### src/rtl/mwx_pkg.sv
// Shared definitions for the multiple-word transfer sequencer.
// Assumes a 6-bit primary opcode field.
package mwx_pkg;
    typedef enum logic [1:0] {
        ST_IDLE = 2'd0,
        ST_REQ  = 2'd1,
        ST_WAIT = 2'd2,
        ST_FIN  = 2'd3
    } mwx_state_e;

    localparam logic [5:0] OPC_LOAD_MULTI  = 6'd46;
    localparam logic [5:0] OPC_STORE_MULTI = 6'd47;
endpackage

### src/rtl/mwx_addr_gen.sv
// Effective-address generator. On load_en it forms base + sign-extended
// displacement, with a zero base when the base field is 0. On step_en it
// advances by one word. Assumes load_en and step_en are never high together.
module mwx_addr_gen #(
    parameter int XLEN       = 64,
    parameter int DISP_W     = 16,
    parameter int IDX_W      = 5,
    parameter int WORD_BYTES = 4
) (
    input  logic              clk,
    input  logic              rst_n,
    input  logic              load_en,
    input  logic              step_en,
    input  logic [IDX_W-1:0]  base_field,
    input  logic [XLEN-1:0]   base_value,
    input  logic [DISP_W-1:0] disp,
    output logic [XLEN-1:0]   addr
);
    localparam logic [XLEN-1:0] STEP = XLEN'(WORD_BYTES);

    logic [XLEN-1:0] base_sel;
    logic [XLEN-1:0] disp_ext;

    // Choose the base and sign-extend the displacement.
    always_comb begin
        base_sel = (base_field == '0) ? '0 : base_value;
        disp_ext = {{(XLEN-DISP_W){disp[DISP_W-1]}}, disp};
    end

    // Hold the current request address.
    always_ff @(posedge clk) begin
        if (!rst_n) begin
            addr <= '0;
        end else if (load_en) begin
            addr <= base_sel + disp_ext;
        end else if (step_en) begin
            addr <= addr + STEP;
        end
    end
endmodule

### src/rtl/mwx_ctrl.sv
// Sequencing control. Accepts a start for the two multiple-word opcodes
// while idle, walks the register index up to the last register, keeps one
// memory request in flight, and ends with a done state.
// Assumes the responder returns exactly one response per accepted request.
module mwx_ctrl
    import mwx_pkg::*;
#(
    parameter int NREG  = 32,
    parameter int IDX_W = $clog2(NREG)
) (
    input  logic             clk,
    input  logic             rst_n,
    input  logic             start,
    input  logic [5:0]       opcode,
    input  logic [IDX_W-1:0] first_reg,
    input  logic             req_ready,
    input  logic             rsp_valid,
    output logic             launch,
    output logic             step,
    output logic             rsp_take,
    output logic             is_store,
    output logic [IDX_W-1:0] idx,
    output logic             req_valid,
    output logic             busy,
    output logic             done
);
    localparam logic [IDX_W-1:0] LAST_IDX = IDX_W'(NREG - 1);

    mwx_state_e state;
    logic       opc_ok;
    logic       at_last;

    // Decode the start condition and the per-word handshakes.
    always_comb begin
        opc_ok    = (opcode == OPC_LOAD_MULTI) || (opcode == OPC_STORE_MULTI);
        launch    = (state == ST_IDLE) && start && opc_ok;
        rsp_take  = (state == ST_WAIT) && rsp_valid;
        at_last   = (idx == LAST_IDX);
        step      = rsp_take && !at_last;
        req_valid = (state == ST_REQ);
        busy      = (state != ST_IDLE);
        done      = (state == ST_FIN);
    end

    // Advance the sequencing state.
    always_ff @(posedge clk) begin
        if (!rst_n) begin
            state <= ST_IDLE;
        end else begin
            unique case (state)
                ST_IDLE: if (launch)    state <= ST_REQ;
                ST_REQ:  if (req_ready) state <= ST_WAIT;
                ST_WAIT: if (rsp_valid) state <= at_last ? ST_FIN : ST_REQ;
                default:                state <= ST_IDLE;
            endcase
        end
    end

    // Track the register index and the transfer direction.
    always_ff @(posedge clk) begin
        if (!rst_n) begin
            idx      <= '0;
            is_store <= 1'b0;
        end else if (launch) begin
            idx      <= first_reg;
            is_store <= (opcode == OPC_STORE_MULTI);
        end else if (step) begin
            idx      <= idx + 1'b1;
        end
    end
endmodule

### src/rtl/mwx_sequencer.sv
// Top of the multiple-word transfer sequencer. Connects the control and
// address generator to a register-file port and a valid/ready memory port.
// Assumes a register-file read whose data is valid in the same cycle
// (low word only), and memory responses arriving after acceptance.
module mwx_sequencer #(
    parameter int XLEN   = 64,
    parameter int WORD_W = 32,
    parameter int NREG   = 32,
    parameter int DISP_W = 16,
    parameter int IDX_W  = $clog2(NREG)
) (
    input  logic              clk,
    input  logic              rst_n,
    input  logic              start,
    input  logic [5:0]        opcode,
    input  logic [IDX_W-1:0]  first_reg,
    input  logic [IDX_W-1:0]  base_field,
    input  logic [XLEN-1:0]   base_value,
    input  logic [DISP_W-1:0] disp,
    output logic [IDX_W-1:0]  rf_rd_idx,
    input  logic [WORD_W-1:0] rf_rd_word,
    output logic              rf_we,
    output logic [IDX_W-1:0]  rf_wr_idx,
    output logic [XLEN-1:0]   rf_wr_data,
    output logic              mem_req_valid,
    input  logic              mem_req_ready,
    output logic              mem_req_write,
    output logic [XLEN-1:0]   mem_req_addr,
    output logic [WORD_W-1:0] mem_req_wdata,
    input  logic              mem_rsp_valid,
    input  logic [WORD_W-1:0] mem_rsp_rdata,
    output logic              busy,
    output logic              done
);
    localparam int WORD_BYTES = WORD_W / 8;

    logic             launch;
    logic             step;
    logic             rsp_take;
    logic             is_store;
    logic [IDX_W-1:0] idx;

    mwx_ctrl #(
        .NREG  (NREG),
        .IDX_W (IDX_W)
    ) u_ctrl (
        .clk       (clk),
        .rst_n     (rst_n),
        .start     (start),
        .opcode    (opcode),
        .first_reg (first_reg),
        .req_ready (mem_req_ready),
        .rsp_valid (mem_rsp_valid),
        .launch    (launch),
        .step      (step),
        .rsp_take  (rsp_take),
        .is_store  (is_store),
        .idx       (idx),
        .req_valid (mem_req_valid),
        .busy      (busy),
        .done      (done)
    );

    mwx_addr_gen #(
        .XLEN       (XLEN),
        .DISP_W     (DISP_W),
        .IDX_W      (IDX_W),
        .WORD_BYTES (WORD_BYTES)
    ) u_addr (
        .clk        (clk),
        .rst_n      (rst_n),
        .load_en    (launch),
        .step_en    (step),
        .base_field (base_field),
        .base_value (base_value),
        .disp       (disp),
        .addr       (mem_req_addr)
    );

    // Route the visited register to both ports and zero-extend load data.
    always_comb begin
        rf_rd_idx     = idx;
        rf_wr_idx     = idx;
        rf_we         = rsp_take && !is_store;
        rf_wr_data    = {{(XLEN-WORD_W){1'b0}}, mem_rsp_rdata};
        mem_req_write = is_store;
        mem_req_wdata = rf_rd_word;
    end
endmodule

### config.mk
export PLATFORM = sky130hd
export DESIGN_NAME = mwx_sequencer
export DESIGN_NICKNAME = d
export VERILOG_FILES = /design/src/rtl/mwx_pkg.sv /design/src/rtl/mwx_addr_gen.sv /design/src/rtl/mwx_ctrl.sv /design/src/rtl/mwx_sequencer.sv
export SDC_FILE = /design/constraint.sdc
export NUM_CORES = 1
export LEC_CHECK = 0
export ABC_AREA = 1
export BUFFER_PORTS_ARGS = -buffer_cell sky130_fd_sc_hd__buf_2
export CAP_MARGIN = 20
export CORE_MARGIN = 8
export CORE_UTILIZATION = 30
export CTS_BUF_LIST = sky130_fd_sc_hd__clkbuf_8
export CTS_CLUSTER_DIAMETER = 200
export DETAILED_ROUTE_END_ITERATION = 7
export SLEW_MARGIN = 0
export SYNTH_ARGS = -nofsm -noshare
export SYNTH_HDL_FRONTEND = slang
export SYNTH_SLANG_ARGS = --single-unit
### constraint.sdc
create_clock -name clk -period 3.5 [get_ports clk]
set_input_delay 0.525 -clock clk [delete_from_list [all_inputs] [get_ports clk]]
set_output_delay 0.525 -clock clk [all_outputs]
set_load 0.02 [all_outputs]
# ---- After elaboration in Yosys (flattened, before gate mapping)
# Index checks and enable logic that the tools add are counted.
dict set report totals {
  input_bits 165
  register_bits 72
}
dict set report op_classes {
  n_mux 10
  eq_ne 9
  addsub 3
  n_reduce_logical 13
}
# cell n
set ops {}
lappend ops {{64-bit two-way mux} 3}
lappend ops {{64-bit by 3-bit adder with 64-bit output, second input constant} 1}
lappend ops {{64-bit adder} 1}
lappend ops {{6-bit == test, second input constant} 2}
lappend ops {{5-bit two-way mux} 2}
lappend ops {{2-bit two-way mux} 4}
lappend ops {{2-bit case mux with 3 select lines} 1}
lappend ops {{5-bit by 1-bit adder with 5-bit output, second input constant} 1}
lappend ops {{5-bit == test, second input constant} 1}
lappend ops {{1-bit logical AND} 5}
lappend ops {{5-bit logical NOT} 1}
lappend ops {{2-bit == test, second input constant} 2}
lappend ops {{2-bit inequality test, second input constant} 2}
lappend ops {{2-bit nonzero test} 2}
lappend ops {{3-bit AND reduction} 1}
lappend ops {{2-bit by 1-bit == test with 1-bit output, second input constant} 1}
lappend ops {{1-bit logical NOT} 2}
lappend ops {{2-bit logical NOT} 1}
lappend ops {{2-bit by 1-bit inequality test with 1-bit output, second input constant} 1}
lappend ops {{1-bit logical OR} 1}

# ---- Longest topological paths before layout
# Gate-level depths: netlist (run 1).
dict set report logic_depth {
  ltp_word 5
  mapped_depth 22
  ltp_nobuf 21
}

# ---- Modules after synthesis
# Synthesis (run 1) repeated with hierarchy kept, for this count alone.
dict set report hier_totals {
  cells_unflattened 2266
  area_unflattened_um2 11955.2
}
# mod cells_per_inst area_each_um2 instances
set modules_own_cells {}
lappend modules_own_cells {mwx_addr_gen 2068 10571.4 1}
lappend modules_own_cells {mwx_sequencer 104 772.0 1}
lappend modules_own_cells {mwx_ctrl 94 611.8 1}

# ---- Least setup slack after synthesis (run 1)
# OpenSTA, ideal clock, no wires.
dict set report synth_timing {
  path_type {in2reg}
  startpoint {in base_field[3]}
  endpoint {reg u_addr.addr[56]}
  stages 20
  path_slack_ns 0.771
  arrival_ns 2.610
  path_cell_list {nor3_1 -> nand2_1 -> clkbuf_1 -> nand2_1 -> inv_1 -> ha_1 -> inv_1 -> fa_1 -> nor2_1 -> o21ai_0 -> nand2_1 -> nand2_1 -> nand2_1 -> nand2_1 -> nand2_1 -> nand2_1 -> nand2_1 -> nand2_1 -> nand3_1 -> a21oi_1}
}
dict set report synth_via {
  elab_chain_cells 4
}
# element line
set synth_lines {}
lappend synth_lines {{start: declaration} mwx_sequencer.sv:17} ;# input logic [IDX_W-1:0] base_field,
lappend synth_lines {{5-bit logical NOT} mwx_addr_gen.sv:26} ;# base_sel = (base_field == '0) ? '0 : base_value;
lappend synth_lines {{64-bit two-way mux} mwx_addr_gen.sv:26}
lappend synth_lines {{64-bit adder} mwx_addr_gen.sv:35} ;# addr <= base_sel + disp_ext;
lappend synth_lines {{64-bit two-way mux} mwx_addr_gen.sv:34} ;# end else if (load_en) begin
lappend synth_lines {{end signal: assignment} mwx_addr_gen.sv:35}
lappend synth_lines {{end signal: assignment} mwx_addr_gen.sv:37} ;# addr <= addr + STEP;
lappend synth_lines {{end: declaration} mwx_addr_gen.sv:17} ;# output logic [XLEN-1:0] addr
# No other way between the ends.
# A chain may end at the register's enable or synchronous reset.

# ---- Worst setup path in the final report (run 1)
dict set report layout_timing {
  startpoint {in base_field[3]}
  endpoint {reg u_addr.addr[51]}
}
# The elaborated chain is that of the path after synthesis.

==> results of run 1 <==
==> routing by layer <==
metal / track usage / vias up
met5: 0 / -
met4: 0.06015 / 0
met3: 0.03203 / 64
met2: 0.3402 / 505
met1: 0.2587 / 6416
li1: - / 7152
==> flip-flops by register name, summed over array words and instances, names as in the netlist <==
signal,count
u_ctrl.state,2
u_addr.addr,64
u_ctrl.is_store,1
u_ctrl.idx,5
==> logic make-up (layout without fill, tap and decap cells) <==
logic type                 count (synthesis)  count (layout)  share of synthesized area
and+or+nand+nor                         1217            1217                     0.4318
buffers and inverters                    563             648                     0.2121
AOI/OAI and AO/OA                        297             297                     0.1320
DFF                                       72              72                     0.1206
adders and majority gates                 67              67                    0.07079
xor gates and xnor gates                  44              44                    0.03225
other                                      1              32                  0.0003138
==> worst paths after layout <==
| check | slack [ns] | startpoint | cells after the start | end |
|---|---|---|---|---|
| setup / recovery | 0.55 | base_field[3] | 19 | u_addr.addr[51]$_SDFFE_PN0P_ |
| hold / removal | 0.36 | opcode[0] | 3 | u_ctrl.is_store$_SDFFE_PN0P_ |
| setup reg to reg | 1.19 | u_ctrl.idx[0]$_SDFFE_PN0P_ | 11 | u_addr.addr[53]$_SDFFE_PN0P_ |
| hold reg to reg | 0.49 | u_addr.addr[0]$_SDFFE_PN0P_ | 2 | u_addr.addr[0]$_SDFFE_PN0P_ |
==> through the flow <==
stage / hold WS (ns) / util / setup slack [ns]
after floorplan: 0.5171 / - / 0.7708
after global placement: 0.4683 / 0.3273 / 0.1130
after detailed placement: 0.4798 / 0.3273 / 0.1289
after CTS: 0.3462 / 0.3322 / 0.5529
after global routing: 0.3678 / 0.3322 / 0.2101
final: 0.3590 / 0.3322 / 0.5466
==> cell usage after synthesis (25+ instances only) <==
cell                      count  area share
sky130_fd_sc_hd__nor2_1     193       0.061
sky130_fd_sc_hd__inv_1      413        0.13
sky130_fd_sc_hd__nand3_1    122       0.051
sky130_fd_sc_hd__buf_4      104       0.065
sky130_fd_sc_hd__nand4_1     25       0.013
sky130_fd_sc_hd__a21oi_1    133       0.056
sky130_fd_sc_hd__xor2_1      32       0.023
sky130_fd_sc_hd__nand2_1    762        0.24
sky130_fd_sc_hd__ha_1        66       0.069
sky130_fd_sc_hd__nor3_1      43       0.018
sky130_fd_sc_hd__dfxtp_1     72        0.12
sky130_fd_sc_hd__o21ai_0    121       0.051
==> power by group through the flow <==
stage          sequential [mW]  clock, mW  combinational (mW)
2_1_floorplan             1.06          0                1.12
3_3_place_gp              1.03          0                1.56
3_5_place_dp              1.03          0                1.57
4_1_cts                   1.01      0.718                1.58
5_1_grt                   1.03      0.755                1.78
6_report                  1.01      0.704                1.59
==> layout by cell type (no fill, tap or decap), drive strengths merged, types with 3 or more instances in the layout <==
cell / instances
a211oi: 3
a21oi: 133
a31oi: 8
and2: 4
and3: 3
buf: 210
clkbuf: 10
conb: 32
dfxtp: 72
ha: 66
inv: 424
nand2: 771
nand3: 124
nand3b: 14
nand4: 26
nor2: 208
nor3: 55
o2111ai: 3
o21ai: 129
o21bai: 8
o221ai: 5
or2: 9
xnor2: 12
xor2: 32
==> worst min-delay path: cells and delay by family <==
kind	cells	cell delay [ns]
buffers and inverters	1	0.07
and+or+nand+nor	2	0.11
==> final cells by class <==
cell class / instances / area, um^2
Timing Repair Buffer: 210 / 1166
Tap cell: 525 / 656.9
Fill cell: 4583 / 26410
Multi-Input combinational cell: 1657 / 8092
Clock buffer: 10 / 137.6
Inverter: 423 / 1588
Sequential cell: 72 / 1441
Clock inverter: 5 / 56.30
==> results.yml, run 1 <==
detailed_routing:
  drt-wirelength-per-cell_um: 16.68
  maxUsedRoutingLayer: "met4"
  detail_route.vias_per_cell: 4.871
  num_vias: 14137
  wl_met2_um: 22200
  route.met3.wl_um: 3456
  detail_route.first_pass.iterations: 6
  detail_route.iter0.violations: 1144
  drt.antenna.violating_nets: 0
  wl_met1_um: 21310
  detail_route.drc_violations: 0
  drt-total-wl_um: 48390
yosys:
  syn_area_per_cell_um2: 5.285
  dominant_register_cell_in_the_synthesized_netlist: "sky130_fd_sc_hd__dfxtp_1"
  synth_cell_type_count: 46
  ys_ff_latch: 72
  yosysSeqAreaShare: 0.1206
  number_of_synthesized_flops_with_an_enable_pin: 0
  synthCells: 2261
  mappedNetlistArea_um2: 11950
  yosysWarningCount: 0
  synth-async-reset-ratio: 0
sta:
  final.min_clock_period_ns: 2.953
  rsz_0062_raised_after_global_routing: "false"
  tns_ns: 0
  max_freq_mhz: 338.6
  fin_worst_skew_ns: 0.02232
  worst_pin_slew_ns: 0.8726
  final_min_period_over_clock_period: 0.8438
  timing.slew.headroom: 0.4176
  timing.final.hold_violations: 0
  setup_viol: 0
  finalMaxSlewViolations: 0
final_layout:
  layout-drive-gt1-share: 0.1195
  final_net_count: 2605
  final_area_um2: 13140
  antenna_cells: 0
  number_of_standard_cells_in_the_final_layout_excluding_fillers: 2902
  area_growth_syn_to_layout_pct: 9.948
power_and_ir_drop:
  ir_drop_mv: 0.1341
  net-switching-power_mw: 1.558
  comb_power_share: 0.480
  power_mw: 3.304
  power_frac_seq: 0.307
  leakage_nw: 7.300
  switching_part_of_the_total_power: 0.4715
  cellPowerDensity_nw_per_um2: 251.5
  clock_power_share: 0.213
  cellInternalPower_mw: 1.746
global_routing:
  initial_antenna_violation_count: 0
  vias_in_the_first_global_route: 13334
  grt_pass1_wl_um: 74800
  grt_start_max_net_pins: 65
  groute.usage.overall: 0.2008
  total_overflow_reported_by_the_global_router: 0
cts:
  postCtsResizedCells: 0
  tritoncts_clock_tree: "done"
  clockBufferDepth: 2
  htree_num_levels: 3
  holdBufCountCts: 0
  post-cts-setup-buffers: 0
  cell_at_the_root_of_the_clock_tree: "sky130_fd_sc_hd__clkbuf_8"
  path_clk_slew_ns: 0.09
  cts_inserted_buffers: 9
  tritoncts_num_sinks: 72
  clk-insertion-delay-late_ns: 0.40
worst_setup_path:
  crit_top_cell: "sky130_fd_sc_hd__nand2_1"
  worstSetupEndpointType: "flip-flop"
  startpoint_type: "primary input"
  worstPathRequired_ns: 3.75
  worst-setup-path-type: "in -> reg"
  crit_arrival_ns: 3.20
  crit_path_top_delay_cell: "sky130_fd_sc_hd__ha_1"
  path_max_fanout: 64
  crit_family: "simple AND/OR/NAND/NOR gates"
  crit_buf_inv: 4
  cpPeakStageDelay_ns: 0.37
  timing.critical_path.cells: "buf_2 > nor3_1 > nand2_2 > buf_12 > nand2_1 > inv_1 > ha_1 > nand2_1 > inv_1 > nand2_1 > nand2_1 > a21oi_1 > nand3_1 > nand2_1 > nand3_1 > nand2_1 > nand3_1 > nand2_1 > a21oi_1"
floorplanning:
  boundaryPins: 340
  die_h_um: 215.6
  placementRows: 73
  die_w_um: 215.6
  die_area_um2: 46470
  core_area_um2: 39550
  initial_utilization: 0.3021
placed_design:
  place_area_um2: 12940
  final_hpwl_from_detailed_placement_um: 41010
  gp_congestion: 1.000
  placement.io_buffers: 179
  place.detailed.instances: 2887
flow_run:
  drv.max_cap_violation_count: 0
outcome:
  run_status: "complete, no violations"
worst_hold_path:
  worstHoldPathType: "in -> reg"
Power figures use the tool's default switching activity.
==> run 2, diff against run 1 <==
==> constraint.sdc (replaced) <==
create_clock -name clk -period 2.9 [get_ports clk]
set_input_delay 0.435 -clock clk [delete_from_list [all_inputs] [get_ports clk]]
set_output_delay 0.435 -clock clk [all_outputs]
set_load 0.02 [all_outputs]
==> results.yml, run 2 (synthesis gave the netlist of run 1 again) <==
outcome:
  run_status: "complete, no violations"
sta:
  setup_viol: 0
  timing.final.hold_violations: 0
  finalMaxSlewViolations: 0
  timing.slew.headroom: 0.4236
  final.min_clock_period_ns: 2.748
  rsz_0062_raised_after_global_routing: "true"
  worst_pin_slew_ns: 0.8636
  max_freq_mhz: 363.9
  final_min_period_over_clock_period: 0.9477
  tns_ns: 0
  fin_worst_skew_ns: 0.01567
cts:
  post-cts-setup-buffers: 0
  path_clk_slew_ns: 0.10
  htree_num_levels: 3
  cell_at_the_root_of_the_clock_tree: "sky130_fd_sc_hd__clkbuf_8"
  clk-insertion-delay-late_ns: 0.38
  tritoncts_clock_tree: "done"
  holdBufCountCts: 0
  cts_inserted_buffers: 9
  clockBufferDepth: 2
  tritoncts_num_sinks: 72
final_layout:
  final_util: 0.3677
  max_flop_register: "u_addr.addr"
  area_used_by_multi_input_combinational_logic_um2: 8234
  final_net_count: 2774
  area_growth_syn_to_layout_pct: 21.72
  most_frequent_standard_cell_in_the_layout_excluding_fill_and_tap_cells: "sky130_fd_sc_hd__nand2_1"
  filler_cell_count: 4575
  most_frequent_cells_in_the_layout: "755 x sky130_fd_sc_hd__nand2_1, 414 x sky130_fd_sc_hd__inv_1, 195 x sky130_fd_sc_hd__buf_4"
  register_area_um2: 1441
  final_area_um2: 14540
  antenna_cells: 0
  largest_reg_flops: 64
  layout-drive-gt1-share: 0.1920
  reg.largest.list: "u_addr.addr: 64 flops, u_ctrl.idx: 5 flops, u_ctrl.state: 2 flops"
global_routing:
  initial_antenna_violation_count: 0
  grt_start_max_net_pins: 45
  total_overflow_reported_by_the_global_router: 0
  vias_in_the_first_global_route: 13986
  groute.usage.overall: 0.2175
  grt_pass1_wl_um: 80130
floorplanning:
  die_h_um: 215.6
  die_area_um2: 46470
  die_w_um: 215.6
  placementRows: 73
  initial_utilization: 0.3021
  boundaryPins: 340
  core_area_um2: 39550
placed_design:
  gp_congestion: 0.9651
  final_hpwl_from_detailed_placement_um: 44480
  placement.io_buffers: 179
  place_area_um2: 14240
detailed_routing:
  detail_route.iter0.violations: 1092
  drt.antenna.violating_nets: 0
  num_vias: 14782
  drt-total-wl_um: 52710
  detail_route.vias_per_cell: 4.812
  drt-wirelength-per-cell_um: 17.16
  detail_route.first_pass.iterations: 6
  detail_route.drc_violations: 0
worst_setup_path:
  worstSetupEndpointType: "flip-flop"
  worst-setup-path-type: "in -> reg"
  crit_arrival_ns: 3.07
  worstPathRequired_ns: 3.22
  startpoint_type: "primary input"
  cpPeakStageDelay_ns: 0.31
  crit_path_top_delay_cell: "sky130_fd_sc_hd__ha_1"
  crit_buf_inv: 5
  path_max_fanout: 41
  crit_family: "simple AND/OR/NAND/NOR gates"
  timing.critical_path.cells: "buf_2 > nor3_2 > nand2_2 > buf_12 > buf_12 > buf_4 > nand2_1 > inv_1 > ha_1 > nand2_1 > nor2_1 > nand2_1 > nor2_1 > nand3_1 > nand3_1 > nand3_1 > a21oi_1"
worst_hold_path:
  worstHoldPathType: "in -> reg"
power_and_ir_drop:
  power_mw: 4.278
  cellPowerDensity_nw_per_um2: 294.2
  ir_drop_mv: 0.1479
  leakage_nw: 8.148
flow_run:
  drv.max_cap_violation_count: 0
run 2: cell types whose count changed in the layout (fill, tap and decap cells not counted), sizes merged:
cell    change
clkbuf      -1
bufinv      -1
clkinv      +3
buf       +169
run 2: final timing paths:
kind | startpoint | endpoint | slack [ns] | cells past startpoint
max | base_field[3] | u_addr.addr[61]$_SDFFE_PN0P_ | 0.15 | 17
min | opcode[0] | u_ctrl.is_store$_SDFFE_PN0P_ | 0.28 | 3
max reg2reg | u_ctrl.idx[0]$_SDFFE_PN0P_ | u_addr.addr[53]$_SDFFE_PN0P_ | 0.40 | 11
min reg2reg | u_addr.addr[0]$_SDFFE_PN0P_ | u_addr.addr[0]$_SDFFE_PN0P_ | 0.48 | 2
run 2: what timing repair did:
action / CTS / global route
gates resized for setup: 1 / 40
pin swaps: 0 / 1
setup endpoints to repair: 1 / 32
run 2: power by group:
| part | internal (mW) | leakage (nW) | switching (mW) |
|---|---|---|---|
| Sequential | 1.07 | 0.582 | 0.146 |
| Combinational | 0.880 | 7.48 | 1.42 |
| Clock | 0.304 | 0.0899 | 0.460 |
run 2: through the flow:
stage	hold slack, ns	std cells	worst slack [ns]
final	0.2751	3072	0.1518
after global routing	0.3032	3072	-0.03315
after CTS	0.2626	3072	0.01293
after detailed placement	0.4674	3056	-0.4657
after global placement	0.4640	3056	-0.4550
after floorplan	0.5171	2292	0.2608
run 2: cell type report:
class,instances,area share
multi-input cells,1657,0.5662
repair buffers,379,0.1691
inverters,423,0.1092
flip-flops and latches,72,0.09911
well taps,525,0.04517
clock buffers,9,0.008517
clock inverters,7,0.002753
run 2: worst register-to-register path, cell delays in order, from the launching register on:
cell and delay, ns:
sky130_fd_sc_hd__dfxtp_1 0.37, sky130_fd_sc_hd__ha_1 0.24, sky130_fd_sc_hd__and3_1 0.20, sky130_fd_sc_hd__ha_1 0.22
sky130_fd_sc_hd__nor2_4 0.12, sky130_fd_sc_hd__inv_2 0.05, sky130_fd_sc_hd__nand2_4 0.33, sky130_fd_sc_hd__buf_4 0.47
sky130_fd_sc_hd__nand2_1 0.11, sky130_fd_sc_hd__inv_1 0.13, sky130_fd_sc_hd__nand2_1 0.07, sky130_fd_sc_hd__a21oi_1 0.11
run 2: routing by layer:
| metal | track usage | share of wire | vias to the layer above |
|---|---|---|---|
| met5 | 0 | 0 | - |
| met4 | 0.05697 | 0.026 | 0 |
| met3 | 0.03105 | 0.063 | 64 |
| met2 | 0.3745 | 0.47 | 531 |
| met1 | 0.2807 | 0.44 | 6718 |
| li1 | - | - | 7469 |
==> run 3, diff against run 2 <==
--- a/config.mk
+++ b/config.mk
@@ -9,10 +9,11 @@
 export BUFFER_PORTS_ARGS = -buffer_cell sky130_fd_sc_hd__buf_2
 export CAP_MARGIN = 20
 export CORE_MARGIN = 8
-export CORE_UTILIZATION = 30
+export CORE_UTILIZATION = 55
 export CTS_BUF_LIST = sky130_fd_sc_hd__clkbuf_8
 export CTS_CLUSTER_DIAMETER = 200
 export DETAILED_ROUTE_END_ITERATION = 7
+export PLACE_DENSITY = 0.84
 export SLEW_MARGIN = 0
 export SYNTH_ARGS = -nofsm -noshare
 export SYNTH_HDL_FRONTEND = slang
==> results.yml, run 3 (synthesis gave the netlist of run 1 again) <==
worst_setup_path:
  crit_arrival_ns: 2.99
  startpoint_type: "primary input"
  worstPathRequired_ns: 3.21
  worst-setup-path-type: "in -> reg"
  worstSetupEndpointType: "flip-flop"
  path_max_fanout: 23
  worst_r2r_path_depth: 9
final_layout:
  number_of_standard_cells_in_the_final_layout_excluding_fillers: 2786
  final_net_count: 2735
  layout-drive-gt1-share: 0.1736
  filler_cell_count: 2148
  area_used_by_multi_input_combinational_logic_um2: 8184
  register_area_um2: 1441
  area_growth_syn_to_layout_pct: 16.30
  reg.largest.list: "u_addr.addr: 64 flops, u_ctrl.idx: 5 flops, u_ctrl.state: 2 flops"
  final_area_um2: 13900
  largest_reg_flops: 64
  most_frequent_standard_cell_in_the_layout_excluding_fill_and_tap_cells: "sky130_fd_sc_hd__nand2_1"
  max_flop_register: "u_addr.addr"
  antenna_cells: 0
  most_frequent_cells_in_the_layout: "757 x sky130_fd_sc_hd__nand2_1, 414 x sky130_fd_sc_hd__inv_1, 181 x sky130_fd_sc_hd__nor2_1"
detailed_routing:
  detail_route.vias_per_cell: 5.401
  drt-wirelength-per-cell_um: 16.80
  detail_route.drc_violations: 1
  drt-total-wl_um: 46790
  drt.antenna.violating_nets: 0
  detail_route.iter0.violations: 1666
  num_vias: 15046
  detail_route.first_pass.iterations: 8
placed_design:
  placement.io_buffers: 179
  gp_congestion: 1.040
  place.detailed.instances: 2772
  final_hpwl_from_detailed_placement_um: 38870
  place_area_um2: 13630
cts:
  path_clk_slew_ns: 0.08
  tritoncts_clock_tree: "done"
  htree_num_levels: 3
  clockBufferDepth: 2
  tritoncts_num_sinks: 72
  cts_inserted_buffers: 9
  cell_at_the_root_of_the_clock_tree: "sky130_fd_sc_hd__clkbuf_8"
  clk-insertion-delay-late_ns: 0.38
floorplanning:
  initial_utilization: 0.5544
  core_area_um2: 21550
  placementRows: 54
  die_h_um: 163.4
  die_area_um2: 26700
  boundaryPins: 340
  die_w_um: 163.4
global_routing:
  total_overflow_reported_by_the_global_router: 0
  vias_in_the_first_global_route: 14190
  grt_pass1_wl_um: 72710
  initial_antenna_violation_count: 0
  groute.usage.overall: 0.3420
  grt_start_max_net_pins: 50
outcome:
  violations: "DRC"
  run_status: "finished with violations"
sta:
  max_freq_mhz: 374.1
  finalMaxSlewViolations: 0
  rsz_0062_raised_after_global_routing: "false"
  final.min_clock_period_ns: 2.673
  worst_pin_slew_ns: 0.7599
  final_min_period_over_clock_period: 0.9219
  setup_viol: 0
  hold-worst-slack_ns: 0.2755
  tns_ns: 0
  timing.final.hold_violations: 0
  timing.slew.headroom: 0.4929
  fin_worst_skew_ns: 0.01093
worst_hold_path:
  worstHoldPathType: "in -> reg"
  whs_path_depth: 3
power_and_ir_drop:
  leakage_nw: 7.929
  cellPowerDensity_nw_per_um2: 304.2
  power_mw: 4.228
  ir_drop_mv: 0.1856
flow_run:
  drv.max_cap_violation_count: 0
run 3: cell types whose count changed in the layout (fill, tap and decap cells not counted), sizes merged:
cell / before / now
bufinv: 0 / 1
buf: 379 / 340
clkinv: 5 / 2
run 3: final cells by class:
| cell class | count | area share |
|---|---|---|
| clock buffers | 9 | 0.008913 |
| repair buffers | 340 | 0.1553 |
| multi-input cells | 1657 | 0.5889 |
| inverters | 423 | 0.1143 |
| clock inverters | 5 | 0.003691 |
| flip-flops and latches | 72 | 0.1037 |
| well taps | 280 | 0.02521 |
run 3: final timing paths:
check,endpoint,startpoint,slack (ns)
min reg2reg,u_addr.addr[0]$_SDFFE_PN0P_,u_addr.addr[0]$_SDFFE_PN0P_,0.48
min,u_ctrl.is_store$_SDFFE_PN0P_,opcode[0],0.28
max reg2reg,u_addr.addr[36]$_SDFFE_PN0P_,u_ctrl.idx[0]$_SDFFE_PN0P_,0.45
max,u_addr.addr[63]$_SDFFE_PN0P_,base_field[3],0.23
run 3: routing by layer:
| layer | GRT usage | part of all wire | vias to the layer above |
|---|---|---|---|
| li1 | - | - | 7397 |
| met1 | 0.4025 | 0.39 | 6662 |
| met2 | 0.5699 | 0.45 | 824 |
| met3 | 0.06376 | 0.097 | 163 |
| met4 | 0.2039 | 0.063 | 0 |
| met5 | 0 | 0 | - |
run 3: power by group:
group	internal, mW	total (mW)	switching [mW]
combinational	0.818	2.19	1.37
sequential	1.07	1.22	0.153
clock	0.382	0.813	0.430
total	2.27	4.23	1.96
run 3: what timing repair did:
item | 4_1_cts | 5_1_grt
buffers inserted | 0 | 0
hold buffers | 0 | 0
endpoints found under the setup margin | 1 | 25
resized for setup | 1 | 25
run 3: stage by stage:
step | utilization | setup WS (ns)
4_1_cts | 0.6405 | 0.1139
6_report | 0.6448 | 0.2266
5_1_grt | 0.6448 | 0.03812
2_1_floorplan | - | 0.2608
3_5_place_dp | 0.6322 | -0.3933
3_3_place_gp | 0.6322 | -0.4035
run 3: worst max-delay path: stages:
cell and delay [ns]:
sky130_fd_sc_hd__buf_2 0.10, sky130_fd_sc_hd__nor3_2 0.17, sky130_fd_sc_hd__nand2_2 0.08, sky130_fd_sc_hd__buf_4 0.16, sky130_fd_sc_hd__buf_12 0.15, sky130_fd_sc_hd__nand2_1 0.06
sky130_fd_sc_hd__inv_1 0.04, sky130_fd_sc_hd__ha_1 0.35, sky130_fd_sc_hd__nand2_1 0.13, sky130_fd_sc_hd__buf_4 0.15, sky130_fd_sc_hd__nor2_1 0.19, sky130_fd_sc_hd__nand2_1 0.17
sky130_fd_sc_hd__nor4_2 0.30, sky130_fd_sc_hd__nand2_1 0.13, sky130_fd_sc_hd__nand2_1 0.07, sky130_fd_sc_hd__nand2_1 0.05, sky130_fd_sc_hd__nand2_1 0.07, sky130_fd_sc_hd__nand2_1 0.05
sky130_fd_sc_hd__a21oi_1 0.11
